<file path="config.mk">
export PLATFORM = sky130hd
export DESIGN_NAME = ss_adc_seq
export DESIGN_NICKNAME = d
export VERILOG_FILES = /design/src/rtl/ssadc_pkg.sv /design/src/rtl/ssadc_sync.sv /design/src/rtl/ssadc_sample_timer.sv /design/src/rtl/ssadc_slope_counter.sv /design/src/rtl/ssadc_chan_step.sv /design/src/rtl/ss_adc_seq.sv
export SDC_FILE = /design/constraint.sdc
export NUM_CORES = 1
export LEC_CHECK = 0
export BUFFER_PORTS_ARGS = -buffer_cell sky130_fd_sc_hd__buf_2
export CELL_PAD_IN_SITES_DETAIL_PLACEMENT = 0
export CELL_PAD_IN_SITES_GLOBAL_PLACEMENT = 1
export CORE_MARGIN = 1
export CORE_UTILIZATION = 47
export DETAILED_ROUTE_END_ITERATION = 12
export PLACE_DENSITY_LB_ADDON = 0.1
export SYNTH_ARGS = -nofsm -noshare
export SYNTH_HDL_FRONTEND = slang
export SYNTH_SLANG_ARGS = --single-unit
</file>
<file path="constraint.sdc">
create_clock -name clk -period 4.5 [get_ports clk]
set_input_delay 0.225 -clock clk [delete_from_list [all_inputs] [get_ports clk]]
set_output_delay 0.225 -clock clk [all_outputs]
set_load 0.005 [all_outputs]
</file>
<file path="src/rtl/ssadc_pkg.sv">
package ssadc_pkg;

  typedef enum logic [1:0] {
    ST_IDLE   = 2'd0,
    ST_SAMPLE = 2'd1,
    ST_DISCH  = 2'd2
  } seq_state_e;

  // bits needed to index n items (at least one)
  function automatic int idx_bits(input int n);
    return (n > 1) ? $clog2(n) : 1;
  endfunction

endpackage

</file>
<file path="src/rtl/ssadc_sync.sv">
module ssadc_sync #(
  parameter logic RST_VAL = 1'b1
) (
  input  logic clk,
  input  logic rst_n,
  input  logic async_in,
  output logic sync_out
);

  logic meta_q;

  always_ff @(posedge clk or negedge rst_n) begin
    if (!rst_n) begin
      meta_q   <= RST_VAL;
      sync_out <= RST_VAL;
    end else begin
      meta_q   <= async_in;
      sync_out <= meta_q;
    end
  end

  // a falling synchronized level must come from the input two edges back
  assert_sync_depth_R4: assert property (@(posedge clk) disable iff (!rst_n)
    $fell(sync_out) |-> !$past(async_in, 2));

endmodule

</file>
<file path="src/rtl/ssadc_sample_timer.sv">
module ssadc_sample_timer #(
  parameter int SAMPLE_CYC = 16
) (
  input  logic clk,
  input  logic rst_n,
  input  logic active,
  output logic done
);

  localparam int TW = ssadc_pkg::idx_bits(SAMPLE_CYC);
  localparam logic [TW-1:0] LAST = TW'(SAMPLE_CYC - 1);

  logic [TW-1:0] tick_q;

  always_ff @(posedge clk or negedge rst_n) begin
    if (!rst_n)           tick_q <= '0;
    else if (!active)     tick_q <= '0;
    else if (tick_q != LAST) tick_q <= tick_q + 1'b1;
  end

  assign done = active && (tick_q == LAST);

  // the controller must leave the sampling window once the timer expires
  assert_window_exit_R2: assert property (@(posedge clk) disable iff (!rst_n)
    done |=> !active);

endmodule

</file>
<file path="src/rtl/ssadc_slope_counter.sv">
module ssadc_slope_counter #(
  parameter int CNT_W = 8
) (
  input  logic             clk,
  input  logic             rst_n,
  input  logic             run,
  output logic [CNT_W-1:0] count,
  output logic             at_max
);

  localparam logic [CNT_W-1:0] FULL = {CNT_W{1'b1}};

  always_ff @(posedge clk or negedge rst_n) begin
    if (!rst_n)       count <= '0;
    else if (!run)    count <= '0;
    else if (!at_max) count <= count + 1'b1;
  end

  assign at_max = (count == FULL);

  assert_start_zero_R3: assert property (@(posedge clk) disable iff (!rst_n)
    $rose(run) |-> (count == '0));

  assert_count_step_R3: assert property (@(posedge clk) disable iff (!rst_n)
    (run && $past(run) && !$past(at_max)) |-> (count == $past(count) + 1'b1));

endmodule

</file>
<file path="src/rtl/ssadc_chan_step.sv">
module ssadc_chan_step #(
  parameter int NUM_CH = 4,
  localparam int CH_W = ssadc_pkg::idx_bits(NUM_CH)
) (
  input  logic            clk,
  input  logic            rst_n,
  input  logic            advance,
  output logic [CH_W-1:0] chan
);

  logic [CH_W-1:0] chan_nx;

  generate
    if ((1 << CH_W) == NUM_CH) begin : g_pow2
      // natural rollover of the register gives the wrap
      assign chan_nx = chan + 1'b1;
    end else begin : g_wrap
      assign chan_nx = (chan == CH_W'(NUM_CH - 1)) ? '0 : chan + 1'b1;
    end
  endgenerate

  always_ff @(posedge clk or negedge rst_n) begin
    if (!rst_n)       chan <= '0;
    else if (advance) chan <= chan_nx;
  end

  assert_chan_range_R7: assert property (@(posedge clk) disable iff (!rst_n)
    int'(chan) < NUM_CH);

  assert_chan_hold_R7: assert property (@(posedge clk) disable iff (!rst_n)
    !advance |=> $stable(chan));

endmodule

</file>
<file path="src/rtl/ss_adc_seq.sv">
module ss_adc_seq #(
  parameter int CNT_W      = 8,
  parameter int NUM_CH     = 4,
  parameter int SAMPLE_CYC = 16,
  localparam int CH_W = ssadc_pkg::idx_bits(NUM_CH)
) (
  input  logic             clk,
  input  logic             rst_n,
  input  logic             conv_req,
  input  logic             cmp_above,
  output logic             discharge,
  output logic [CH_W-1:0]  chan_sel,
  output logic             busy,
  output logic             res_valid,
  output logic [CNT_W-1:0] res_data,
  output logic [CH_W-1:0]  res_chan,
  output logic             res_ovf
);

  import ssadc_pkg::*;

  // result chosen from the running count or clamped to full scale
  function automatic logic [CNT_W-1:0] pick_result(input logic [CNT_W-1:0] cnt,
                                                   input logic clamp);
    return clamp ? {CNT_W{1'b1}} : cnt;
  endfunction

  seq_state_e       state_q, state_d;
  logic             cmp_sync;
  logic             samp_done;
  logic [CNT_W-1:0] ramp_cnt;
  logic             ramp_full;

  // named internal events
  logic start_evt, hit_ref, sat_evt, finish;

  assign start_evt = (state_q == ST_IDLE)  && conv_req;
  assign hit_ref   = (state_q == ST_DISCH) && !cmp_sync;
  assign sat_evt   = (state_q == ST_DISCH) && cmp_sync && ramp_full;
  assign finish    = hit_ref || sat_evt;

  ssadc_sync #(.RST_VAL(1'b1)) u_sync (
    .clk      (clk),
    .rst_n    (rst_n),
    .async_in (cmp_above),
    .sync_out (cmp_sync)
  );

  ssadc_sample_timer #(.SAMPLE_CYC(SAMPLE_CYC)) u_timer (
    .clk    (clk),
    .rst_n  (rst_n),
    .active (state_q == ST_SAMPLE),
    .done   (samp_done)
  );

  ssadc_slope_counter #(.CNT_W(CNT_W)) u_ramp (
    .clk    (clk),
    .rst_n  (rst_n),
    .run    (state_q == ST_DISCH),
    .count  (ramp_cnt),
    .at_max (ramp_full)
  );

  ssadc_chan_step #(.NUM_CH(NUM_CH)) u_chan (
    .clk     (clk),
    .rst_n   (rst_n),
    .advance (finish),
    .chan    (chan_sel)
  );

  always_comb begin
    state_d = state_q;
    case (state_q)
      ST_IDLE:   if (start_evt) state_d = ST_SAMPLE;
      ST_SAMPLE: if (samp_done) state_d = ST_DISCH;
      ST_DISCH:  if (finish)    state_d = ST_IDLE;
      default:                  state_d = ST_IDLE;
    endcase
  end

  always_ff @(posedge clk or negedge rst_n) begin
    if (!rst_n) state_q <= ST_IDLE;
    else        state_q <= state_d;
  end

  always_ff @(posedge clk or negedge rst_n) begin
    if (!rst_n) begin
      res_valid <= 1'b0;
      res_data  <= '0;
      res_chan  <= '0;
      res_ovf   <= 1'b0;
    end else begin
      res_valid <= finish;
      if (finish) begin
        res_data <= pick_result(ramp_cnt, sat_evt);
        res_chan <= chan_sel;
        res_ovf  <= sat_evt;
      end
    end
  end

  assign discharge = (state_q == ST_DISCH);
  assign busy      = (state_q != ST_IDLE);

  assert_valid_pulse_R6: assert property (@(posedge clk) disable iff (!rst_n)
    res_valid |=> !res_valid);

  assert_release_strobe_R6: assert property (@(posedge clk) disable iff (!rst_n)
    $fell(discharge) |-> (res_valid && !busy));

  assert_sat_full_R5: assert property (@(posedge clk) disable iff (!rst_n)
    (res_valid && res_ovf) |-> (res_data == {CNT_W{1'b1}}));

  assert_result_hold_R9: assert property (@(posedge clk) disable iff (!rst_n)
    !res_valid |-> ($stable(res_data) && $stable(res_chan) && $stable(res_ovf)));

  assert_chan_frozen_R7: assert property (@(posedge clk) disable iff (!rst_n)
    (busy && $past(busy)) |-> $stable(chan_sel));

  assert_no_restart_R8: assert property (@(posedge clk) disable iff (!rst_n)
    (discharge && conv_req) |=> (!busy || discharge));

endmodule

</file>
==> metrics, run 1 <==
FF-to-FF path depth=5; crit path max fanout=12; Total Wirelength=roughly 2400 µm; CP Launch Point=u_ramp.count[0]; first drt pass iteration count=4; period utilization=about two fifths; Hold Crit Endpoint=state_q[0]; initial DRC count=27; Non-Filler Cell Area, Final=approximately 0.0015 mm²; # setup viols final=0; Syn Nets=roughly 110; most frequent cells in the layout=28 x dfrtp_1, 19 x buf_2, 14 x nor2_1; first-pass GRT wire length=between 3000 and 4000 µm; area share of the largest cell type after synthesis=54.5%; WP data arrival=about 2000 ps; H-tree depth=2; Slew Viols, Final=0; Hold Path Origin=conv_req; Num CTS Buffers=5; IO Port Bufs=19; TritonCTS clock tree=yes; initial core utilization=between 50% and 60%; kind of critical path=register to register; worst setup margin=2700 ps; type of origin of the critical path=register; slew at the pin with the worst max-slew slack=between 600 and 700 ps; Die X=54.3 µm; wire length per cell=about 15 µm; Cell Count, Final, Fillers Out=~160; fillers=approximately 230; post-CTS sizing=0; VDD IR max=~0.33 mV; R2R Path End=res_data[3]; via count=just under 900; Min Clock Period, post-route=~1800 ps; initial antenna violation count=0; HP Class=input pin to register; yosys warns=0; GP Congestion=0.844; global router's overall resource usage=approximately a fifth; Hold WS=between 100 and 150 ps; Reg clk slew, reported paths=~90 ps; Worst R2R Setup Slack=approximately 2700 ps; vias in the first global route=between 800 and 900; count of different cell masters after synthesis=35; sequential share of the synthesized area=58.6%; Critical Path End Type=register; cell area after placement=around 0.0014 mm²; Syn Std Cell Area=0.00128 mm²; Die H=~54 µm; largest net degree at the start of global routing=31; Clock Sink Count=30; area leader, netlist=dfrtp_1; RSZ-0062 raised after global routing=false; Worst Hold Depth=3; Data required, critical path=~4700 ps; area of the multi-input gates=approximately 490 µm²; FF/Latch Area=between 700 and 800 µm²; Post-Syn Instances=about 110; share of cells above drive strength 1=approximately a third; most common cell after layout, fill and taps aside=dfrtp_1; DP HPWL=roughly 1600 µm; Rel. slew slack=56.6%; root buffer cell=clkbuf_4; full die area=0.00295 mm²; Post-DRT Antenna Nets=0; Leakage=approximately 0.75 nW; Crit Reg-Reg Startpoint=u_ramp.count[0]; highest clock rate=approximately 560 MHz; top cells by area, synth=dfrtp_1 55%, o22a_2 4.7%, dfstp_2 4.1%, nor2_1 4.1%, xor2_1 2.7%; I/O pin count=20; Setup Skew=around 7 ps; Area growth syn-to-layout=14.0%; final-report hold violation count=0; Setup TNS=0 ps; Mapped Avg Cell Area=approximately 12 µm²; antenna diode count=0; post-synthesis register bit count=30; Vias/cell=~5.5; buffer depth of the longest clock path=2; pre-CTS WS=between 2000 and 3000 ps; core area=around 0.0025 mm²; Clock Latency Late Sink=320 ps; Pwr Density=between 400 and 500 mW/mm²; outcome=finished, final reports clean; row count=18; placed insts=around 150; global route total overflow=0; max cap viols=0; fin nets=138; DRC Markers=0
metal layers:
layer  vias to the layer above  GRT usage, %  wire [µm]
li1                        433             -          -
met4                         0          10.3         48
met2                        19          31.3       1120
met5                         -             0          0
met3                         4          8.33        109
met1                       438          23.9       1090
synthesized netlist by cell type:
master and count:
mux2_4 1, or2_2 1, nand2b_1 3, nand2_1 4, o2111ai_1 1, nand4_4 1
dfrtp_1 28, and3_1 2, a21oi_1 3, inv_2 1, ha_1 2, nor2_1 14
nor4b_1 1, a2bb2oi_1 1, mux2i_1 2, o21ai_2 1, nand3_1 4, xor2_1 4
mux2_2 2, dfstp_2 2, o21ai_0 4, o22a_2 6, nor3_1 4, clkbuf_2 1
and3_2 1, nand4_1 1, and2_4 1, o22ai_1 1, nor3b_1 1, buf_4 1
xnor2_1 1, buf_12 1, inv_1 1, a31oi_1 4, a211oi_1 1
power by group:
group | switching, mW | total (mW) | internal, mW
logic | 0.0528 | 0.109 | 0.0567
clock network | 0.0869 | 0.162 | 0.0756
registers | 0.0324 | 0.338 | 0.306
total | 0.172 | 0.610 | 0.438
critical path, cell delays in order (launching register included):
cell and delay (ps):
dfrtp_1 430, ha_1 250, nand3_1 190, o21ai_2 210, and2_4 270, mux2_2 350
registers in the layout, summed over array words and instances (netlist names):
signal / flops
u_timer.tick_q: 4
res_valid: 1
state_q: 2
u_chan.chan: 2
u_sync.sync_out: 1
u_ramp.count: 8
res_ovf: 1
u_sync.meta_q: 1
res_chan: 2
res_data: 8
worst max path at each step:
stage / to / slack [ps] / cells past startpoint
floorplan: res_chan[1] / 2880 / 6
global placement: res_data[3] / 2770 / 5
detailed placement: res_data[3] / 2710 / 5
CTS: res_data[3] / 2690 / 5
global route: res_data[3] / 2530 / 5
finish: res_data[3] / 2700 / 5
through the flow:
| stage | total power, mW | utilization [%] |
|---|---|---|
| after floorplan | 0.414 | - |
| after global placement | 0.446 | 54.9 |
| after detailed placement | 0.453 | 54.9 |
| after CTS | 0.619 | 58.1 |
| after global routing | 0.658 | 58.1 |
| final | 0.610 | 58.1 |
cell families (layout without fill, tap and decap cells):
kind of cell	count (synthesis)	in the layout	synth area share (%)
AOI/OAI and AO/OA	22	22	12.5
and+or+nand+nor	38	38	16.0
adders and majority gates	2	2	1.95
xor gates and xnor gates	5	5	3.41
buffers and inverters	5	31	3.12
DFF	30	30	58.6
muxes	5	5	4.48
repair_timing:
action | in CTS | in global routing
hold buffers | 2 | 0
hold endpoints to repair | 29 | 0
buffers inserted | 0 | 0
layout make-up:
type / instances / share of cell area, %
flip-flops and latches: 30 / 51.4
multi-input cells: 72 / 33.6
inverters: 2 / 0.512
clock inverters: 1 / 0.342
well taps: 30 / 2.56
repair buffers: 21 / 7.86
clock buffers: 7 / 3.76
Power figures use the tool's default switching activity.
==> run 2, diff against run 1 <==
CORE_UTILIZATION = 39   (was 47)
clock period = 1.5 ns   (was 4.5 ns; I/O delays follow)
==> run 2 against run 1 <==
Power rose to 2.9 times the previous value. Sequential share of layout area shrank 4.5 points. Cell count increased by 18%. Critical path depth did not move. Highest routed layer unchanged. Maximum frequency up 25%. Largest cell class unchanged. Critical endpoint unchanged. Worst hold slack improved by 150 ps. Sequential power rose to 3.0 times the previous value.
==> metrics, run 2 (same netlist as run 1, synthesis figures left out) <==
outcome=finished, final reports clean (unchanged); wire length per cell=12.9 µm (was 14.5 µm); first drt pass iteration count=4 (unchanged); crit path buf inv count=0 (unchanged); DRC Markers=0 (unchanged); fillers=297 (was 226); Data required, critical path=1720 ps (was 4720 ps); RSZ-0062 raised after global routing=false (unchanged); antenna diode count=0 (unchanged); H-tree depth=2 (unchanged); full die area=0.00353 mm² (was 0.00295 mm²); Area growth syn-to-layout=24.8% (was 14.0%); fin util=52.1% (was 58.1%); largest net degree at the start of global routing=31 (unchanged); Slew Viols, Final=0 (unchanged); core area=0.00308 mm² (was 0.00252 mm²); Total Wirelength=2490 µm (was 2360 µm); cell internal pwr=1.28 mW (was 0.438 mW); Rel. slew slack=56.0% (was 56.6%); TritonCTS clock tree=yes (unchanged); WP data arrival=1660 ps (was 2020 ps); IO Port Bufs=19 (unchanged); Reg clk slew, reported paths=90 ps (about the same); Pwr Density=1110 mW/mm² (was 416 mW/mm²); VDD IR max=0.592 mV (was 0.327 mV); global route total overflow=0 (unchanged); Final Power=1.79 mW (was 0.610 mW); type of origin of the critical path=register (unchanged); Critical Path End Type=register (unchanged); Largest stage delay, worst path=400 ps (was 430 ps); sequential power share=56.6% (was 55.4%); Vias/cell=4.95 (was 5.48); most frequent cells in the layout=28 x dfrtp_1, 19 x buf_2, 14 x nor2_1, 14 x buf_4, 6 x o22a_2 (was 28 x dfrtp_1, 19 x buf_2, 14 x nor2_1); fin nets=153 (was 138); first-pass GRT wire length=4200 µm (was 3910 µm); GP Congestion=0.774 (was 0.844); Setup Skew=11.3 ps (was 7.21 ps); Clk pwr share=25.1% (was 26.6%); initial antenna violation count=0 (unchanged); share of cells above drive strength 1=38.5% (was 32.3%); sw frac=28.4% (was 28.2%); Slowest cell on crit path=dfrtp_1 (unchanged); HP Class=input pin to asynchronous set/reset pin (was input pin to register); Cell Count, Final, Fillers Out=192 (was 163); Min Clock Period, post-route=1440 ps (was 1800 ps); Hold WS=295 ps (was 148 ps); initial DRC count=24 (was 27); combinational group share of total power=18.3% (was 17.9%); initial core utilization=41.7% (was 50.9%); final-report hold violation count=0 (unchanged); # setup viols final=0 (unchanged); critical path's top delay family=flip-flops (was simple AND/OR/NAND/NOR gates); Post-DRT Antenna Nets=0 (unchanged); highest clock rate=694 MHz (was 555 MHz); crit path max fanout=6 (was 12); slew at the pin with the worst max-slew slack=660 ps (was 651 ps); Clock Sink Count=30 (unchanged); post-CTS sizing=0 (unchanged); kind of critical path=register to register (unchanged); period utilization=96.1% (was 40.0%); I/O pin count=20 (unchanged); most common cell after layout, fill and taps aside=dfrtp_1 (unchanged); max cap viols=0 (unchanged); switching power=0.508 mW (was 0.172 mW); buffer depth of the longest clock path=2 (unchanged); placed insts=179 (was 153); Num CTS Buffers=5 (unchanged); CP Cell Sequence=ha_4 -> nand3_2 -> o21ai_2 -> and2_4 -> mux2_2 (was ha_1 -> nand3_1 -> o21ai_2 -> and2_4 -> mux2_2); root buffer cell=clkbuf_4 (unchanged); DP HPWL=1790 µm (was 1640 µm); vias in the first global route=906 (was 852); Die X=59.4 µm (was 54.3 µm); via count=950 (was 894); Clock Latency Late Sink=330 ps (was 320 ps); global router's overall resource usage=16.9% (was 20.2%); Leakage=0.820 nW (was 0.755 nW); row count=20 (was 18); Setup TNS=0 ps (unchanged); Top Registers=res_data (8), u_ramp.count (8), u_timer.tick_q (4) (unchanged); Die H=59.4 µm (was 54.3 µm)
==> run 2: final timing paths <==
| check | from | endpoint | slack (ps) | cells after the start |
|---|---|---|---|---|
| max in group asynchronous | rst_n | u_chan.chan[1] | 760 | 2 |
| min in group clk | u_sync.meta_q | u_sync.sync_out | 360 | 0 |
| setup / recovery | u_ramp.count[0] | res_data[3] | 60 | 5 |
| hold reg to reg | u_sync.meta_q | u_sync.sync_out | 360 | 0 |
| hold / removal | rst_n | res_data[6] | 290 | 2 |
| setup reg to reg | u_ramp.count[0] | res_data[3] | 60 | 5 |
==> run 2: metal layers <==
| layer | vias to the layer above | share of wire, % | global-route usage (%) |
|---|---|---|---|
| met4 | 0 | 2.6 | 10.2 |
| met2 | 20 | 47 | 25.2 |
| met1 | 456 | 47 | 21.9 |
| li1 | 466 | - | - |
| met5 | - | 0 | 0 |
| met3 | 8 | 3.5 | 4.59 |
==> run 2: power groups by stage <==
stage / Combinational [mW] / Clock (mW) / Sequential, mW
2_1_floorplan: 0.231 / 0 / 1.01
3_3_place_gp: 0.320 / 0 / 1.02
3_5_place_dp: 0.329 / 0 / 1.02
4_1_cts: 0.336 / 0.472 / 1.01
5_1_grt: 0.374 / 0.506 / 1.03
6_report: 0.327 / 0.449 / 1.01
==> run 2: timing repair <==
item,in CTS,in global routing
setup buffers,0,2
setup endpoints to repair,0,2
hold buffers,3,0
hold endpoints to repair,30,0
==> run 2: metrics by stage <==
stage	setup slack, ps	cell area (µm²)
final	59.1	1600
after global routing	1.89	1600
after CTS	58.5	1590
after detailed placement	72.3	1510
after global placement	95.6	1510
after floorplan	-36.5	1300
==> run 2: final cells by class <==
class | instances | area (µm²) | area share, %
well taps | 44 | 55.1 | 3.43
multi-input cells | 72 | 509 | 31.7
clock buffers | 8 | 48.8 | 3.04
flip-flops and latches | 30 | 753 | 47.0
repair buffers | 36 | 230 | 14.4
inverters | 2 | 7.51 | 0.468
==> run 3, diff against run 2 <==
CELL_PAD_IN_SITES_GLOBAL_PLACEMENT = 2   (was 1)
CORE_UTILIZATION = 33   (was 39)
==> run 3 against run 2 <==
Worst setup slack barely moved. Maximum frequency barely moved. Global-route usage down 1.4 points. Clock-buffer cell count is the same. Sequential power hardly changed. Wire length up 6.8%. Highest routed layer unchanged. Register-to-register slack barely moved. Die area increased by 18%. Clock skew down 7.9 ps. Worst hold slack got worse by 260 ps. Core utilization shrank 7.9 points. Largest power group unchanged. First-iteration DRC count rose by 29%.
==> metrics, run 3 (same netlist as run 1, synthesis figures left out) <==
cell internal pwr=1.42 mW (was 1.28 mW); Worst R2R Setup Slack=60 ps (about the same); first drt pass iteration count=4 (unchanged); Post-DRT Antenna Nets=0 (unchanged); type of origin of the critical path=register (unchanged); initial DRC count=31 (was 24); Crit Reg-Reg Startpoint=u_ramp.count[1] (was u_ramp.count[0]); root buffer cell=clkbuf_8 (was clkbuf_4); TritonCTS clock tree=yes (unchanged); combinational group share of total power=17.1% (was 18.3%); final-report hold violation count=0 (unchanged); WP data arrival=1600 ps (was 1660 ps); full die area=0.00415 mm² (was 0.00353 mm²); row count=22 (was 20); Die X=64.4 µm (was 59.4 µm); switching power=0.521 mW (was 0.508 mW); Top Registers=res_data (8), u_ramp.count (8), u_timer.tick_q (4) (unchanged); core area=0.00369 mm² (was 0.00308 mm²); kind of critical path=register to register (unchanged); fin nets=152 (was 153); Reg clk slew, reported paths=60 ps (was 90 ps); initial antenna violation count=0 (unchanged); antenna diode count=0 (unchanged); FF-to-FF path depth=5 (unchanged); Hold Crit Endpoint=state_q[0]; fin util=44.2% (was 52.1%); Vias/cell=4.86 (was 4.95); Leakage=0.829 nW (was 0.820 nW); R2R Path End=res_chan[0] (was res_data[3]); Data required, critical path=1660 ps (was 1720 ps); Die H=64.4 µm (was 59.4 µm); Total Wirelength=2650 µm (was 2490 µm); highest clock rate=694 MHz (about the same); Area growth syn-to-layout=26.9% (was 24.8%); Slew Viols, Final=0 (unchanged); RSZ-0062 raised after global routing=true (was false); Critical Path End Type=register (unchanged); sequential power share=52.1% (was 56.6%); Clock Latency Late Sink=270 ps (was 330 ps); Min Clock Period, post-route=1440 ps (about the same); global route total overflow=0 (unchanged); share of cells above drive strength 1=38.8% (was 38.5%); VDD IR max=0.672 mV (was 0.592 mV); post-CTS sizing=0 (unchanged); Rel. slew slack=55.2% (was 56.0%); initial core utilization=34.8% (was 41.7%); Num CTS Buffers=5 (unchanged); via count=948 (was 950); outcome=finished, final reports clean (unchanged); vias in the first global route=968 (was 906); crit path max fanout=6 (unchanged); H-tree depth=2 (unchanged); Hold Path Origin=conv_req; Clock Sink Count=30 (unchanged); Clk pwr share=30.8% (was 25.1%); fillers=368 (was 297); most frequent cells in the layout=28 x dfrtp_1, 19 x buf_2, 14 x nor2_1, 14 x buf_4, 6 x o22a_2 (unchanged); HP Class=input pin to register (was input pin to asynchronous set/reset pin); placed insts=182 (was 179); GP Congestion=0.763 (was 0.774); max cap viols=0 (unchanged); Worst Hold Depth=3; I/O pin count=20 (unchanged); first-pass GRT wire length=4690 µm (was 4200 µm); most common cell after layout, fill and taps aside=dfrtp_1 (unchanged); buffer depth of the longest clock path=2 (unchanged); pre-CTS WS=50.4 ps (was 72.3 ps); DRC Markers=0 (unchanged); # setup viols final=0 (unchanged); sw frac=26.8% (was 28.4%); global router's overall resource usage=15.5% (was 16.9%); DP HPWL=1920 µm (was 1790 µm); Cell Count, Final, Fillers Out=195 (was 192); period utilization=96.0% (was 96.1%); slew at the pin with the worst max-slew slack=672 ps (was 660 ps); worst setup margin=59.4 ps (was 59.1 ps); Pwr Density=1190 mW/mm² (was 1110 mW/mm²); IO Port Bufs=19 (unchanged); Setup Skew=3.42 ps (was 11.3 ps); wire length per cell=13.6 µm (was 12.9 µm); largest net degree at the start of global routing=31 (unchanged)
==> run 3: cell types whose count changed in the layout (fill, tap and decap cells not counted), sizes merged <==
| cell | delta |
|---|---|
| dlygate4sd3 | -1 |
==> run 3: cell type report <==
type | instances | area [µm²] | area share [%]
sequential | 30 | 753 | 46.2
multi-input combinational | 72 | 509 | 31.2
timing repair buffer | 35 | 220 | 13.5
clock buffer | 8 | 80.1 | 4.91
tap | 48 | 60.1 | 3.68
inverter | 2 | 7.51 | 0.460
==> run 3: power groups by stage <==
stage | registers (mW) | logic [mW] | clock network [mW]
after floorplan | 1.01 | 0.231 | 0
after global placement | 1.02 | 0.329 | 0
after detailed placement | 1.03 | 0.334 | 0
after CTS | 1.01 | 0.342 | 0.629
after global routing | 1.03 | 0.388 | 0.670
final | 1.01 | 0.331 | 0.599
==> run 3: critical path, cell delays in order (launching register included) <==
cell and delay (ps):
dfrtp_1 390, ha_4 160, nand3_2 90, o21ai_2 140
and2_4 200, mux2_2 330
==> run 3: how the worst max path moves through the flow <==
stage,start,slack (ps),to
final,u_ramp.count[1],60,res_chan[0]
after global routing,u_ramp.count[0],-20,res_data[3]
after CTS,u_ramp.count[1],30,res_chan[0]
after detailed placement,u_ramp.count[1],50,res_chan[0]
after global placement,u_ramp.count[1],90,res_chan[0]
after floorplan,u_ramp.count[0],-40,res_chan[1]
==> run 3: timing repair <==
item | in CTS | in global routing
hold buffers | 2 | 0
setup endpoints to repair | 0 | 3
buffers inserted | 0 | 3
hold endpoints to repair | 29 | 0
==> run 3: layer usage <==
metal  track usage (%)  vias up  wire length, µm
met5                 0        -                0
met1              20.0      465             1250
met2              23.8       17             1270
met3              5.36        4               99
li1                  -      462                -
met4              5.83        0               30
==> run 3: metrics by stage <==
step	total power, mW	cell area, µm²	hold slack (ps)	setup TNS (ps)
global placement	1.35	1510	150	0
global route	2.09	1630	58.2	-35.3
floorplan	1.24	1300	-221	-36.5
CTS	1.98	1610	29.2	0
finish	1.94	1630	36.1	0
detailed placement	1.36	1510	150	0
